[src/rtl/dmarr_pkg.sv]
package dmarr_pkg;

    typedef enum logic [0:0] {
        ST_IDLE = 1'b0,
        ST_HOLD = 1'b1
    } arb_st_t;

endpackage

[src/rtl/dmarr_prio_select.sv]
module dmarr_prio_select #(
    parameter int NCH  = 4,
    parameter int CH_W = $clog2(NCH)
) (
    input  logic [NCH-1:0]  req,
    input  logic            low_sel,
    output logic            win_any,
    output logic [CH_W-1:0] win_idx
);

    logic [CH_W-1:0] pair_hi;
    logic [CH_W-1:0] pair_lo;
    logic            fixed_hit;

    // low_sel = 0 means channel 0 is the lower one of the pair
    assign pair_hi = low_sel ? CH_W'(0) : CH_W'(1);
    assign pair_lo = low_sel ? CH_W'(1) : CH_W'(0);

    always_comb begin
        fixed_hit = 1'b0;
        win_idx   = '0;
        // ascending scan: the highest requesting fixed channel wins
        for (int i = 2; i < NCH; i++) begin
            if (req[i]) begin
                fixed_hit = 1'b1;
                win_idx   = CH_W'(i);
            end
        end
        if (!fixed_hit) begin
            if (req[pair_hi])
                win_idx = pair_hi;
            else
                win_idx = pair_lo;
        end
        win_any = |req;
    end

    always_comb begin

        if (req[NCH-1] == 1'b1)
            top_fixed_wins_chk: assert (win_idx == CH_W'(NCH-1));
    end

endmodule

[src/rtl/dmarr_rot_state.sv]
module dmarr_rot_state #(
    parameter int NCH  = 4,
    parameter int CH_W = $clog2(NCH),
    localparam int ORD_W = NCH * CH_W
) (
    input  logic             clk,
    input  logic             rst_n,
    input  logic             upd_valid,
    input  logic [CH_W-1:0]  upd_chan,
    output logic             low_sel,
    output logic [ORD_W-1:0] order
);

    logic low_q;
    logic pair_upd;

    assign pair_upd = upd_valid && (upd_chan < CH_W'(2));

    always_ff @(posedge clk or negedge rst_n) begin
        if (!rst_n)
            low_q <= 1'b0;
        else if (pair_upd)
            low_q <= upd_chan[0];
    end

    assign low_sel = low_q;

    // slot p = 0 is the lowest priority; fixed channels sit in the slot of their own index
    generate
        for (genvar p = 0; p < NCH; p++) begin : g_slot
            if (p == 0) begin : g_low
                assign order[p*CH_W +: CH_W] = low_q ? CH_W'(1) : CH_W'(0);
            end else if (p == 1) begin : g_high
                assign order[p*CH_W +: CH_W] = low_q ? CH_W'(0) : CH_W'(1);
            end else begin : g_fixed
                assign order[p*CH_W +: CH_W] = CH_W'(p);
            end
        end
    endgenerate


    finisher_goes_low_chk: assert property (@(posedge clk) disable iff (!rst_n)
        pair_upd |=> (low_q == $past(upd_chan[0])));


    fixed_done_keeps_chk: assert property (@(posedge clk) disable iff (!rst_n)
        (upd_valid && !pair_upd) |=> $stable(low_q));


    no_release_keeps_chk: assert property (@(posedge clk) disable iff (!rst_n)
        !upd_valid |=> $stable(low_q));

endmodule

[src/rtl/dmarr_grant_fsm.sv]
module dmarr_grant_fsm
    import dmarr_pkg::*;
#(
    parameter int NCH  = 4,
    parameter int CH_W = $clog2(NCH)
) (
    input  logic            clk,
    input  logic            rst_n,
    input  logic            win_any,
    input  logic [CH_W-1:0] win_idx,
    input  logic            done_pulse,
    input  logic [CH_W-1:0] done_chan,
    output logic [NCH-1:0]  grant,
    output logic            upd_valid,
    output logic [CH_W-1:0] upd_chan
);

    arb_st_t         state_q, state_d;
    logic [CH_W-1:0] own_q, own_d;
    logic [NCH-1:0]  grant_q, grant_d;
    logic            release_hit;

    assign release_hit = done_pulse && (done_chan == own_q);

    always_ff @(posedge clk or negedge rst_n) begin
        if (!rst_n) begin
            state_q <= ST_IDLE;
            own_q   <= '0;
            grant_q <= '0;
        end else begin
            state_q <= state_d;
            own_q   <= own_d;
            grant_q <= grant_d;
        end
    end

    always_comb begin
        state_d   = state_q;
        own_d     = own_q;
        grant_d   = grant_q;
        upd_valid = 1'b0;
        unique case (state_q)
            ST_IDLE: begin
                if (win_any) begin
                    state_d          = ST_HOLD;
                    own_d            = win_idx;
                    grant_d          = '0;
                    grant_d[win_idx] = 1'b1;
                end
            end
            ST_HOLD: begin
                if (release_hit) begin
                    state_d   = ST_IDLE;
                    grant_d   = '0;
                    upd_valid = 1'b1;
                end
            end
            default: state_d = ST_IDLE;
        endcase
    end

    assign grant    = grant_q;
    assign upd_chan = own_q;


    grant_onehot_chk: assert property (@(posedge clk) disable iff (!rst_n)
        $onehot0(grant_q));


    grant_hold_chk: assert property (@(posedge clk) disable iff (!rst_n)
        (state_q == ST_HOLD && !release_hit) |=> $stable(grant_q));


    grant_drop_chk: assert property (@(posedge clk) disable iff (!rst_n)
        upd_valid |=> (grant_q == '0));


    idle_quiet_chk: assert property (@(posedge clk) disable iff (!rst_n)
        (state_q == ST_IDLE && !win_any) |=> (grant_q == '0));

endmodule

[src/rtl/dma_pin_rr_arbiter.sv]
module dma_pin_rr_arbiter #(
    parameter int NCH  = 4,
    parameter int CH_W = $clog2(NCH),
    localparam int ORD_W = NCH * CH_W
) (
    input  logic             clk,
    input  logic             rst_n,
    input  logic [NCH-1:0]   req_lines,
    input  logic             xfer_done,
    input  logic [CH_W-1:0]  xfer_ch,
    output logic [NCH-1:0]   grant,
    output logic [ORD_W-1:0] prio_order
);

    logic            low_sel;
    logic            win_any;
    logic [CH_W-1:0] win_idx;
    logic            upd_valid;
    logic [CH_W-1:0] upd_chan;

    dmarr_prio_select #(.NCH(NCH), .CH_W(CH_W)) u_sel (
        .req     (req_lines),
        .low_sel (low_sel),
        .win_any (win_any),
        .win_idx (win_idx)
    );

    dmarr_grant_fsm #(.NCH(NCH), .CH_W(CH_W)) u_fsm (
        .clk        (clk),
        .rst_n      (rst_n),
        .win_any    (win_any),
        .win_idx    (win_idx),
        .done_pulse (xfer_done),
        .done_chan  (xfer_ch),
        .grant      (grant),
        .upd_valid  (upd_valid),
        .upd_chan   (upd_chan)
    );

    dmarr_rot_state #(.NCH(NCH), .CH_W(CH_W)) u_rot (
        .clk       (clk),
        .rst_n     (rst_n),
        .upd_valid (upd_valid),
        .upd_chan  (upd_chan),
        .low_sel   (low_sel),
        .order     (prio_order)
    );

endmodule

[config.mk]
export PLATFORM = sky130hd
export DESIGN_NAME = dma_pin_rr_arbiter
export DESIGN_NICKNAME = d
export VERILOG_FILES = /design/src/rtl/dmarr_pkg.sv /design/src/rtl/dmarr_prio_select.sv /design/src/rtl/dmarr_rot_state.sv /design/src/rtl/dmarr_grant_fsm.sv /design/src/rtl/dma_pin_rr_arbiter.sv
export SDC_FILE = /design/constraint.sdc
export NUM_CORES = 1
export LEC_CHECK = 0
export BUFFER_PORTS_ARGS = -buffer_cell sky130_fd_sc_hd__buf_2
export CORE_MARGIN = 4
export CORE_UTILIZATION = 33
export DETAILED_ROUTE_END_ITERATION = 7
export GPL_ROUTABILITY_DRIVEN = 0
export PLACE_DENSITY_LB_ADDON = 0.08
export SKIP_CTS_REPAIR_TIMING = 1
export SLEW_MARGIN = 20
export SYNTH_ARGS = -nofsm -noshare
export SYNTH_HDL_FRONTEND = slang
export SYNTH_SLANG_ARGS = --single-unit
[constraint.sdc]
create_clock -name clk -period 2 [get_ports clk]
set_input_delay 0 -clock clk [delete_from_list [all_inputs] [get_ports clk]]
set_output_delay 0 -clock clk [all_outputs]
set_load 0.02 [all_outputs]
# Word-level counts from Yosys, hierarchy flattened
# Cells that the tools add are included.
dict set report totals {
  regBits 8
  elab_cells 38
  input_bits 9
  output_inout_bits 12
}
dict set report classes {
  n_mux 20
  n_reduce_logical 6
  bitwise_logic 1
  n_lt_le_gt_ge 4
  n_eq_ne 3
}
# operator n
set ops {}
lappend ops {{1-bit 2-to-1 mux} 10}
lappend ops {{2-bit 2-to-1 mux} 4}
lappend ops {{4-bit 2-to-1 mux} 2}
lappend ops {{4-bit case mux with 2 select lines} 1}
lappend ops {{2-bit by 3-bit < comparator with 1-bit output, second input constant} 2}
lappend ops {{2-bit AND reduction} 2}
lappend ops {{4-bit OR reduction} 1}
lappend ops {{1-bit logical AND} 3}
lappend ops {{1-bit binary-select mux with 2-bit select} 1}
lappend ops {{1-bit demux with 2-bit select} 1}
lappend ops {{2-bit == test} 1}
lappend ops {{2-bit by 1-bit greater-or-equal comparator with 1-bit output, second input constant} 1}
lappend ops {{2-bit < comparator, second input constant} 1}
lappend ops {{2-bit by 1-bit != test with 1-bit output, second input constant} 1}
lappend ops {{2-bit != test, second input constant} 1}
lappend ops {{1-bit case mux with 2 select lines} 1}
lappend ops {{1-bit inverter} 1}

# Logic depth before layout (Yosys ltp)
# Gate-level depths: netlist of the first run.
dict set report logic_depth {
  word_depth 11
  ltp_mapped 4
  ltp_nobuf 3
}

# By module
# From an unflattened synthesis of the first run, not the netlist that was laid out.
dict set report hier_totals {
  cells_unflattened 48
  hier_area_um2 465.4
}
# mod seq_area_each_um2 instances area_per_inst_um2 cells_per_inst
set modules_own_cells {}
lappend modules_own_cells {dmarr_grant_fsm 175.2 1 314.1 29}
lappend modules_own_cells {dmarr_rot_state 25.0 1 117.6 13}
lappend modules_own_cells {dmarr_prio_select 0.0 1 33.8 6}

# Worst setup path after synthesis of the first run
# Ideal clock, no wire load.
dict set report synth_path {
  kind {register to register}
  start {register u_fsm.own_q[0] (netlist: u_fsm.upd_chan[0])}
  end {register u_fsm.grant_q[0] (netlist: u_fsm.grant[0])}
  n_path_buf 0
  slack_ns 0.600
  path_stages_with_launch 4
  t_required_ns 1.875
  setup_ns 0.125
  arrival_time_ns 1.275
  period_less_slack_ns 1.400
  path_cell_list {dfrtp_1 xor2_1 o32ai_2 mux2_4}
}
dict set report synth_via {
  elab_chain_cells 4
}
# element line
set synth_lines {}
lappend synth_lines {{start: declaration} dmarr_grant_fsm.sv:19} ;# logic [CH_W-1:0] own_q, own_d;
lappend synth_lines {{start signal: assignment} dmarr_grant_fsm.sv:32} ;# own_q <= own_d;
lappend synth_lines {{2-bit == test} dmarr_grant_fsm.sv:23} ;# assign release_hit = done_pulse && (done_chan == own_q);
lappend synth_lines {{1-bit logical AND} dmarr_grant_fsm.sv:23}
lappend synth_lines {{2-bit != test (no line)} n/a}
lappend synth_lines {{2-bit AND reduction (no line)} n/a}
lappend synth_lines {{end signal: assignment} dmarr_grant_fsm.sv:33} ;# grant_q <= grant_d;
lappend synth_lines {{end: declaration} dmarr_grant_fsm.sv:20} ;# logic [NCH-1:0] grant_q, grant_d;
# No other way between the ends.
# A chain may end at the register's enable or synchronous reset.

# Worst setup path in the final report of the first run
dict set report layout_path {
  start {register u_fsm.state_q}
  end {register u_fsm.grant_q[0] (netlist: u_fsm.grant[0])}
}
dict set report layout_via {
  elab_chain_cells 3
  word_cells_on_any_way 5
  classes_between {2 x eq/ne; 1 x mux; 1 x bitwise; 1 x reduce/logical}
}
# element line
set layout_lines {}
lappend layout_lines {{start: declaration} dmarr_grant_fsm.sv:18} ;# arb_st_t state_q, state_d;
lappend layout_lines {{start signal: assignment} dmarr_grant_fsm.sv:31} ;# state_q <= state_d;
lappend layout_lines {{1-bit inverter (no line)} n/a}
lappend layout_lines {{2-bit by 1-bit != test with 1-bit output (no line)} n/a}
lappend layout_lines {{2-bit AND reduction (no line)} n/a}
# Parallel ways exist; a longest one is shown, timed or not.

==> results.md, run 1 <==
* Per-cell routed wire length at 11.1 µm
* Critical Path RT at 2.13 ns
* CTS max path bufs at 2
* Clock-pin slew on the worst setup and hold paths at 0.05 ns
* Die height at 46.2 µm
* Syn_area_per_cell at 9.83 µm²
* Worst skew pair latency at 0.25 ns
* Quantity of I/O buffers inserted on ports at 14
* DR vias at 368
* Worst setup EP type: flip-flop
* Maximum vdd ir drop at 0.351 mV
* Initial Util at 36.1%
* Post-Syn Area at 482 µm²
* Tcrit/Tclk final at 76.4%
* RSZ-0062 raised after global routing: no
* Synthesis-to-finish area growth at 15.1%
* Final hold violations at 0
* CP Max Fanout at 9
* #FFs+latches synth at 8
* Largest net degree at the start of global routing at 10
* Status: finished clean
* CTS H-Tree Depth at 1
* Hold depth at 2
* Final setup TNS at 0 ns
* LEAKAGE at 0.273 nW
* Power Density at 1210 nW/µm²
* Routed Antenna Nets at 0
* Vias per std cell at 4.72
* Multi-input gate area at 210 µm²
* Grt ovf at 0
* ANT cells at 0
* Most common cell after layout, fill and taps aside: buf_2
* Most frequent cells in the layout: buf_2, dfrtp_1, inv_1, conb_1, o21ai_0
* Fmax at 0.655 GHz
* HP Class: in -> reg
* Count of final setup violators at 0
* CTS Root Cell: clkbuf_4
* Reg2Reg Depth at 3
* Storage element area at 200 µm²
* Clock sink total at 8
* GRT Total Usage at 9.66%
* Top cells by area, synth: dfrtp_1, buf_4, inv_1
* Startpoint types: flip-flop
* Num rows at 13
* Synth warn at 0
* First-pass GRT wire length at 1420 µm
* Via count of the first global-routing pass at 335
* Number of max-cap violations at 0
* TritonCTS clock tree: built
* DRT iter0 DRCs at 9
* Detailed Place HPWL at 712 µm
* WP data arrival at 1.66 ns
* Initial antenna violation count at 0
* Total Nets Final at 74
* Total power at 670 µW
* Die Span X at 46.2 µm
* Drt total wl at 864 µm
* Gate Count Post-Synth at 49
* First-pass DRT Iterations at 3
* Max Slew Vio Count at 0
* DRC violations left at 0
* Core Area at 1330 µm²
* I/O Pins at 21
* Worst Skew at 0.000235 ns
* Synth top area share at 41.6%
* Min Tclk post-route at 1.53 ns
* Layout cells sized above 1 at 34.9%
* Seq/Total Area, Yosys at 41.6%
* CTS Buf Count at 3
* Area leader, netlist: dfrtp_1
* Die area at 2130 µm²
* FILL cells at 137
* Setup CP Type: reg -> reg
* Library cells used by synthesis at 23
==> flip-flops by register name, indices dropped and copies added, names as in the netlist <==
| name | flops |
|---|---|
| u_fsm.state_q | 1 |
| u_fsm.grant | 4 |
| u_rot.low_sel | 1 |
| u_fsm.upd_chan | 2 |
==> routing by layer <==
| layer | global-route usage (%) | wire length (µm) |
|---|---|---|
| met3 | 2.73 | 98 |
| met1 | 13.1 | 418 |
| met5 | 0 | 0 |
| met4 | 5.11 | 14 |
| met2 | 13.7 | 331 |
==> layout make-up <==
type / instances / share of cell area, %
multi-input combinational: 31 / 37.9
sequential: 8 / 36.1
timing repair buffer: 15 / 14.4
clock buffer: 3 / 4.06
inverter: 6 / 4.06
tap: 15 / 3.39
==> critical path, cell delays in order, from the launching register on <==
cell and delay [ns]:
dfrtp_1 0.48, nand2_1 0.15, o32ai_2 0.45, mux2_4 0.33
==> path summary, 6_finish.rpt <==
check | startpoint | to | slack, ns
setup / recovery | u_fsm.state_q$_DFF_PN0_ | u_fsm.grant[0]$_DFFE_PN0P_ | 0.47
hold / removal | req_lines[3] | u_fsm.grant[2]$_DFFE_PN0P_ | 0.06
setup reg to reg | u_fsm.state_q$_DFF_PN0_ | u_fsm.grant[0]$_DFFE_PN0P_ | 0.47
hold reg to reg | u_fsm.grant[0]$_DFFE_PN0P_ | u_fsm.grant[0]$_DFFE_PN0P_ | 0.51
max in group asynchronous | rst_n | u_rot.low_sel$_DFFE_PN0P_ | 1.70
min in group asynchronous | rst_n | u_fsm.grant[3]$_DFFE_PN0P_ | 0.13
==> power breakdown <==
part | switching (mW) | internal (mW) | leakage (nW)
logic | 0.167 | 0.111 | 0.160
clock network | 0.0495 | 0.0683 | 0.0138
registers | 0.0523 | 0.221 | 0.0996
total | 0.269 | 0.401 | 0.273
==> synth_stat cells (all sizes together) <==
master and instances:
a21boi 1, a21oi 1, a31oi 1, buf 8, conb 2, dfrtp 8, inv 6, mux2 2
mux2i 1, nand2 2, nand3 1, nor2 2, nor3 2, nor4 2, o21ai 4, o22ai 1
o32ai 2, or2 1, xor2 2
==> logic make-up (layout without fill, tap and decap cells) <==
group                  count (synthesis)  in the layout  synth area share (%)
other                                  2              6                  1.56
multiplexers                           3              3                  7.53
XOR/XNOR                               2              2                  3.64
flip-flops                             8              8                  41.6
AND/OR/NAND/NOR                       10             10                  13.2
AO/OA/AOI/OAI                         10             10                  14.5
buffers and inverters                 14             24                  17.9
==> per-stage QoR <==
stage               util [%]  cells  hold WS [ns]  setup slack [ns]  instance area [µm²]
floorplan                  -     53        -0.296             0.600                  497
global placement        39.1     74        -0.140             0.508                  522
detailed placement      39.1     74        -0.141             0.482                  522
CTS                     40.8     77        -0.412             0.459                  544
global route            41.6     78        0.0749             0.367                  554
finish                  41.6     78        0.0591             0.473                  554
Note: power is estimated with default switching activity, not from simulation.
==> inputs of run 2 (changes only) <==
--- a/config.mk
+++ b/config.mk
@@ -5,6 +5,7 @@
 export SDC_FILE = /design/constraint.sdc
 export NUM_CORES = 1
 export LEC_CHECK = 0
+export ABC_AREA = 1
 export BUFFER_PORTS_ARGS = -buffer_cell sky130_fd_sc_hd__buf_2
 export CORE_MARGIN = 4
 export CORE_UTILIZATION = 33
==> constraint.sdc (replaced) <==
create_clock -name clk -period 1.55 [get_ports clk]
set_input_delay 0 -clock clk [delete_from_list [all_inputs] [get_ports clk]]
set_output_delay 0 -clock clk [all_outputs]
set_load 0.02 [all_outputs]
==> run 2 against run 1 <==
  * The flow now finishes with violations (hold timing)
  * Non-clock buffer count did not move
  * Clock power rose by 33%
  * Count of clock-buffer cells in the layout did not move
  * Sequential share of layout area fell by 1.6 points
  * Highest routed layer unchanged
  * Worst hold slack got worse by 0.072 ns
  * Combinational power rose by 40%
  * Sequential power rose by 21%
  * Utilization rose by 1.4 points
==> results.md, run 2 <==
* Status: finished with violations
* Failing checks: hold timing
* Clock sink total at 8
* Post-Place Cells at 95
* CTS Buf Count at 3
* Switch share at 43.0%
* Hold depth at 3
* Startpoint types: flip-flop
* Cell Area, Placed at 547 µm²
* ANT cells at 0
* Int Power at 500 µW
* Worst setup EP type: flip-flop
* Routed Antenna Nets at 0
* Die area at 2190 µm²
* Clock-pin slew on the worst setup and hold paths at 0.05 ns
* Post-Syn Area at 495 µm²
* Critical Path RT at 1.69 ns
* CTS max path bufs at 2
* Design area at 579 µm²
* Grt ovf at 0
* Async SR Flop Fraction at 100%
* Final hold slack at -0.0128 ns
* Die height at 46.8 µm
* Via count of the first global-routing pass at 417
* FILL cells at 143
* Largest net degree at the start of global routing at 10
* Critical-path top delay cell: dfrtp_1
* First-pass GRT wire length at 1620 µm
* Gate Count Post-Synth at 69
* Cell Chain, Critical Path: inv_1 > nand2_1 > nand2_1 > nor2_2 > nand2_1 > nand3_1 > nand2_1
* Number of max-cap violations at 0
* Layout cells sized above 1 at 25.0%
* Max Slew Vio Count at 0
* Sequential power share at 37.8%
* DRC violations left at 0
* First-pass DRT Iterations at 3
* Total power at 878 µW
* Slowest stage delay, CP at 0.36 ns
* Syn_area_per_cell at 7.18 µm²
* HP Class: in -> reg
* Per-cell routed wire length at 9.82 µm
* Fmax at 0.932 GHz
* Core Area at 1350 µm²
* Setup CP Type: reg -> reg
* Count of final setup violators at 0
* Cell Count, Final, Fillers Out at 99
* Final hold violations at 1
* DRT iter0 DRCs at 2
* Clock share of power at 17.9%
* Power Density at 1520 nW/µm²
* Post-synth top flop: dfrtp_1
* Total Nets Final at 95
* Seq/Total Area, Yosys at 40.4%
* Detailed Place HPWL at 789 µm
* Drt total wl at 972 µm
* Worst skew pair latency at 0.25 ns
* Place WS at 0.473 ns
* Initial Util at 36.7%
* Vias per std cell at 4.22
* Maximum vdd ir drop at 0.535 mV
* Die Span X at 46.8 µm
* Synth warn at 0
* LEAKAGE at 0.361 nW
* Comb pwr share at 44.4%
* Library cells used by synthesis at 14
* TritonCTS clock tree: built
* Most frequent cells in the layout: nand2_1, buf_2, inv_1
* Synth top area share at 40.4%
* #FFs+latches synth at 8
* CTS H-Tree Depth at 1
* Min Tclk post-route at 1.07 ns
* Core Util, Final at 42.9%
* Post-synth EDFFs at 0
* Area leader, netlist: dfrtp_1
* GRT Total Usage at 10.9%
* Sw Pwr at 378 µW
* I/O Pins at 21
* Num rows at 13
* Final setup TNS at 0 ns
* Quantity of I/O buffers inserted on ports at 14
* CP Max Fanout at 5
* Synthesis-to-finish area growth at 16.9%
* Largest register FFs at 4
* Initial antenna violation count at 0
* Most frequent cell after synthesis: nand2_1
* Reg2Reg Depth at 7
* Worst Skew at 0.00606 ns
* Top cells by area, synth: dfrtp_1, nand2_1, buf_4
* WP data arrival at 1.21 ns
* DR vias at 418
* CTS Root Cell: clkbuf_4
* CP dominant cell by count: nand2_1
* Fin worst setup slack at 0.477 ns
* Most common cell after layout, fill and taps aside: nand2_1
* Tcrit/Tclk final at 69.2%
* RSZ-0062 raised after global routing: no
* Post-synth top cells: nand2_1, inv_1, dfrtp_1, buf_4, nand3_1
[run 2: cell type report]
cell class	instances	area (µm²)	share of cell area, %
timing repair buffer	15	80.1	13.8
sequential	8	200	34.6
multi-input combinational	47	216	37.4
inverter	11	41.3	7.13
clock buffer	3	22.5	3.89
tap	15	18.8	3.24
[run 2: power by group through the flow]
| stage | clock network (mW) | logic (mW) | registers (mW) |
|---|---|---|---|
| CTS | 0.168 | 0.392 | 0.332 |
| detailed placement | 0 | 0.391 | 0.334 |
| finish | 0.157 | 0.389 | 0.331 |
| floorplan | 0 | 0.275 | 0.364 |
| global placement | 0 | 0.396 | 0.336 |
| global route | 0.181 | 0.447 | 0.341 |
[run 2: layer usage]
layer / vias to the layer above / GRT usage [%] / wire length (µm)
li1: 230 / - / -
met1: 172 / 13.8 / 437
met2: 14 / 16.2 / 455
met3: 2 / 2.30 / 71
met4: 0 / 8.29 / 8
met5: - / 0 / 0
[run 2: critical path, delay by kind of cell, from the launching register on]
family                 cells  cell delay (ns)
flip-flops                 1             0.36
buffers and inverters      1             0.06
AND/OR/NAND/NOR            6             0.54
[run 2: worst paths after layout]
kind	start	to	slack [ns]
setup / recovery	u_fsm.upd_chan[0]$_DFFE_PN0P_	u_fsm.grant[0]$_DFFE_PN0P_	0.48
max in group asynchronous	rst_n	u_fsm.grant[0]$_DFFE_PN0P_	1.26
hold / removal	req_lines[2]	u_fsm.grant[2]$_DFFE_PN0P_	-0.01
hold reg to reg	u_rot.low_sel$_DFFE_PN0P_	u_rot.low_sel$_DFFE_PN0P_	0.50
setup reg to reg	u_fsm.upd_chan[0]$_DFFE_PN0P_	u_fsm.grant[0]$_DFFE_PN0P_	0.48
min in group asynchronous	rst_n	u_fsm.state_q$_DFF_PN0_	0.12
[run 2: cell families after synthesis]
| family | synth area share [%] |
|---|---|
| AO/OA/AOI/OAI | 5.55 |
| buffers and inverters | 18.9 |
| AND/OR/NAND/NOR | 33.6 |
| flip-flops | 40.4 |
| other | 1.52 |
==> inputs of run 3 (changes only) <==
==> constraint.sdc (replaced) <==
create_clock -name clk -period 1.1 [get_ports clk]
set_input_delay 0 -clock clk [delete_from_list [all_inputs] [get_ports clk]]
set_output_delay 0 -clock clk [all_outputs]
set_load 0.02 [all_outputs]
==> run 3 against run 2 <==
  * The flow still finishes with violations (hold timing)
  * Critical path type unchanged
  * Critical endpoint unchanged
  * Global-route usage shrank 0.14 points
  * Worst hold slack better by 0.0013 ns
  * Flip-flop and latch count did not move
  * Sequential power rose by 45%
==> results.md, run 3 (synthesis gave the netlist of run 2 again) <==
* Via count of the first global-routing pass at 408
* First-pass GRT wire length at 1590 µm
* Layout cells sized above 1 at 36.9%
* Fmax at 0.979 GHz
* DR vias at 423
* DRC violations left at 0
* Clock sink total at 8
* Final hold slack at -0.0115 ns
* Routed Antenna Nets at 0
* Initial Util at 36.7%
* RSZ-0062 raised after global routing: yes
* Num rows at 13
* Worst skew pair latency at 0.25 ns
* Synthesis-to-finish area growth at 24.0%
* Min Tclk post-route at 1.02 ns
* Failing checks: hold timing
* Grt ovf at 0
* Clock-pin slew on the worst setup and hold paths at 0.05 ns
* HP Class: in -> reg
* Int Power at 730 µW
* TritonCTS clock tree: built
* Drt total wl at 954 µm
* CTS max path bufs at 2
* ANT cells at 0
* Final setup TNS at 0 ns
* CTS Buf Count at 3
* Switch share at 44.1%
* Post-Place Cells at 95
* LEAKAGE at 0.366 nW
* CTS H-Tree Depth at 1
* Total Nets Final at 95
* CP Max Fanout at 5
* Final hold violations at 1
* Detailed Place HPWL at 777 µm
* Max Slew Vio Count at 0
* Most common cell after layout, fill and taps aside: nand2_1
* Worst setup EP type: flip-flop
* GRT Total Usage at 10.8%
* Per-cell routed wire length at 9.64 µm
* Largest register FFs at 4
* Core Area at 1350 µm²
* Die area at 2190 µm²
* Number of max-cap violations at 0
* Tcrit/Tclk final at 92.9%
* Vias per std cell at 4.27
* First-pass DRT Iterations at 3
* Sequential power share at 36.7%
* Initial antenna violation count at 0
* Most frequent cells in the layout: nand2_1, buf_2, inv_1, dfrtp_1, conb_1
* WP data arrival at 1.16 ns
* Clock share of power at 16.7%
* Maximum vdd ir drop at 0.782 mV
* Worst Skew at 0.00751 ns
* Startpoint types: flip-flop
* Setup CP Type: reg -> reg
* Die height at 46.8 µm
* Sw Pwr at 576 µW
* Cell Count, Final, Fillers Out at 99
* Comb pwr share at 46.6%
* Critical Path RT at 1.23 ns
* Status: finished with violations
* Largest net degree at the start of global routing at 10
* I/O Pins at 21
* Die Span X at 46.8 µm
* Power Density at 2130 nW/µm²
* Quantity of I/O buffers inserted on ports at 14
* CTS Root Cell: clkbuf_4
* DRT iter0 DRCs at 1
* Count of final setup violators at 0
## run 3: cell type report
| cell class | instances | area, µm² |
|---|---|---|
| flip-flops and latches | 8 | 200 |
| clock buffers | 3 | 22.5 |
| multi-input cells | 47 | 251 |
| repair buffers | 15 | 80.1 |
| fillers | 153 | 736 |
| inverters | 11 | 41.3 |
| well taps | 15 | 18.8 |
## run 3: path summary, 6_finish.rpt
check | depth (start not counted) | to | from | slack, ns
worst max-delay path | 7 | u_fsm.grant[0]$_DFFE_PN0P_ | u_fsm.upd_chan[0]$_DFFE_PN0P_ | 0.08
worst min-delay path | 3 | u_fsm.grant[2]$_DFFE_PN0P_ | req_lines[2] | -0.01
worst max register to register | 7 | u_fsm.grant[0]$_DFFE_PN0P_ | u_fsm.upd_chan[0]$_DFFE_PN0P_ | 0.08
worst min register to register | 2 | u_rot.low_sel$_DFFE_PN0P_ | u_rot.low_sel$_DFFE_PN0P_ | 0.49
max in group asynchronous | 2 | u_fsm.grant[0]$_DFFE_PN0P_ | rst_n | 0.81
min in group asynchronous | 2 | u_fsm.state_q$_DFF_PN0_ | rst_n | 0.12
## run 3: metrics by stage
step | hold slack [ns] | area [µm²] | total power, mW | worst slack, ns | utilization (%)
CTS | -0.424 | 569 | 1.25 | 0.0234 | 42.2
global placement | -0.142 | 547 | 1.03 | 0.0253 | 40.5
floorplan | -0.296 | 510 | 0.900 | 0.142 | -
detailed placement | -0.146 | 547 | 1.02 | 0.0301 | 40.5
global route | 0.00436 | 614 | 1.44 | -0.0206 | 45.5
finish | -0.0115 | 614 | 1.31 | 0.0783 | 45.5
## run 3: power groups by stage
stage,Sequential (mW),Clock (mW),Combinational [mW]
2_1_floorplan,0.513,0,0.387
3_3_place_gp,0.473,0,0.556
6_report,0.479,0.219,0.609
4_1_cts,0.470,0.233,0.549
5_1_grt,0.495,0.252,0.691
3_5_place_dp,0.473,0,0.549
## run 3: critical path, cell delays in order (launching register included)
cell	delay (ns)
dfrtp_1	0.39
inv_2	0.06
nand2_2	0.06
nand2_2	0.06
nor2_4	0.14
nand2_4	0.09
nand3_2	0.06
nand2_1	0.05
## run 3: metal layers
layer | wire length, µm | vias up | track usage, %
met1 | 414 | 178 | 13.6
li1 | - | 229 | -
met2 | 453 | 14 | 15.9
met4 | 9 | 0 | 8.29
met3 | 77 | 2 | 2.30
met5 | 0 | - | 0
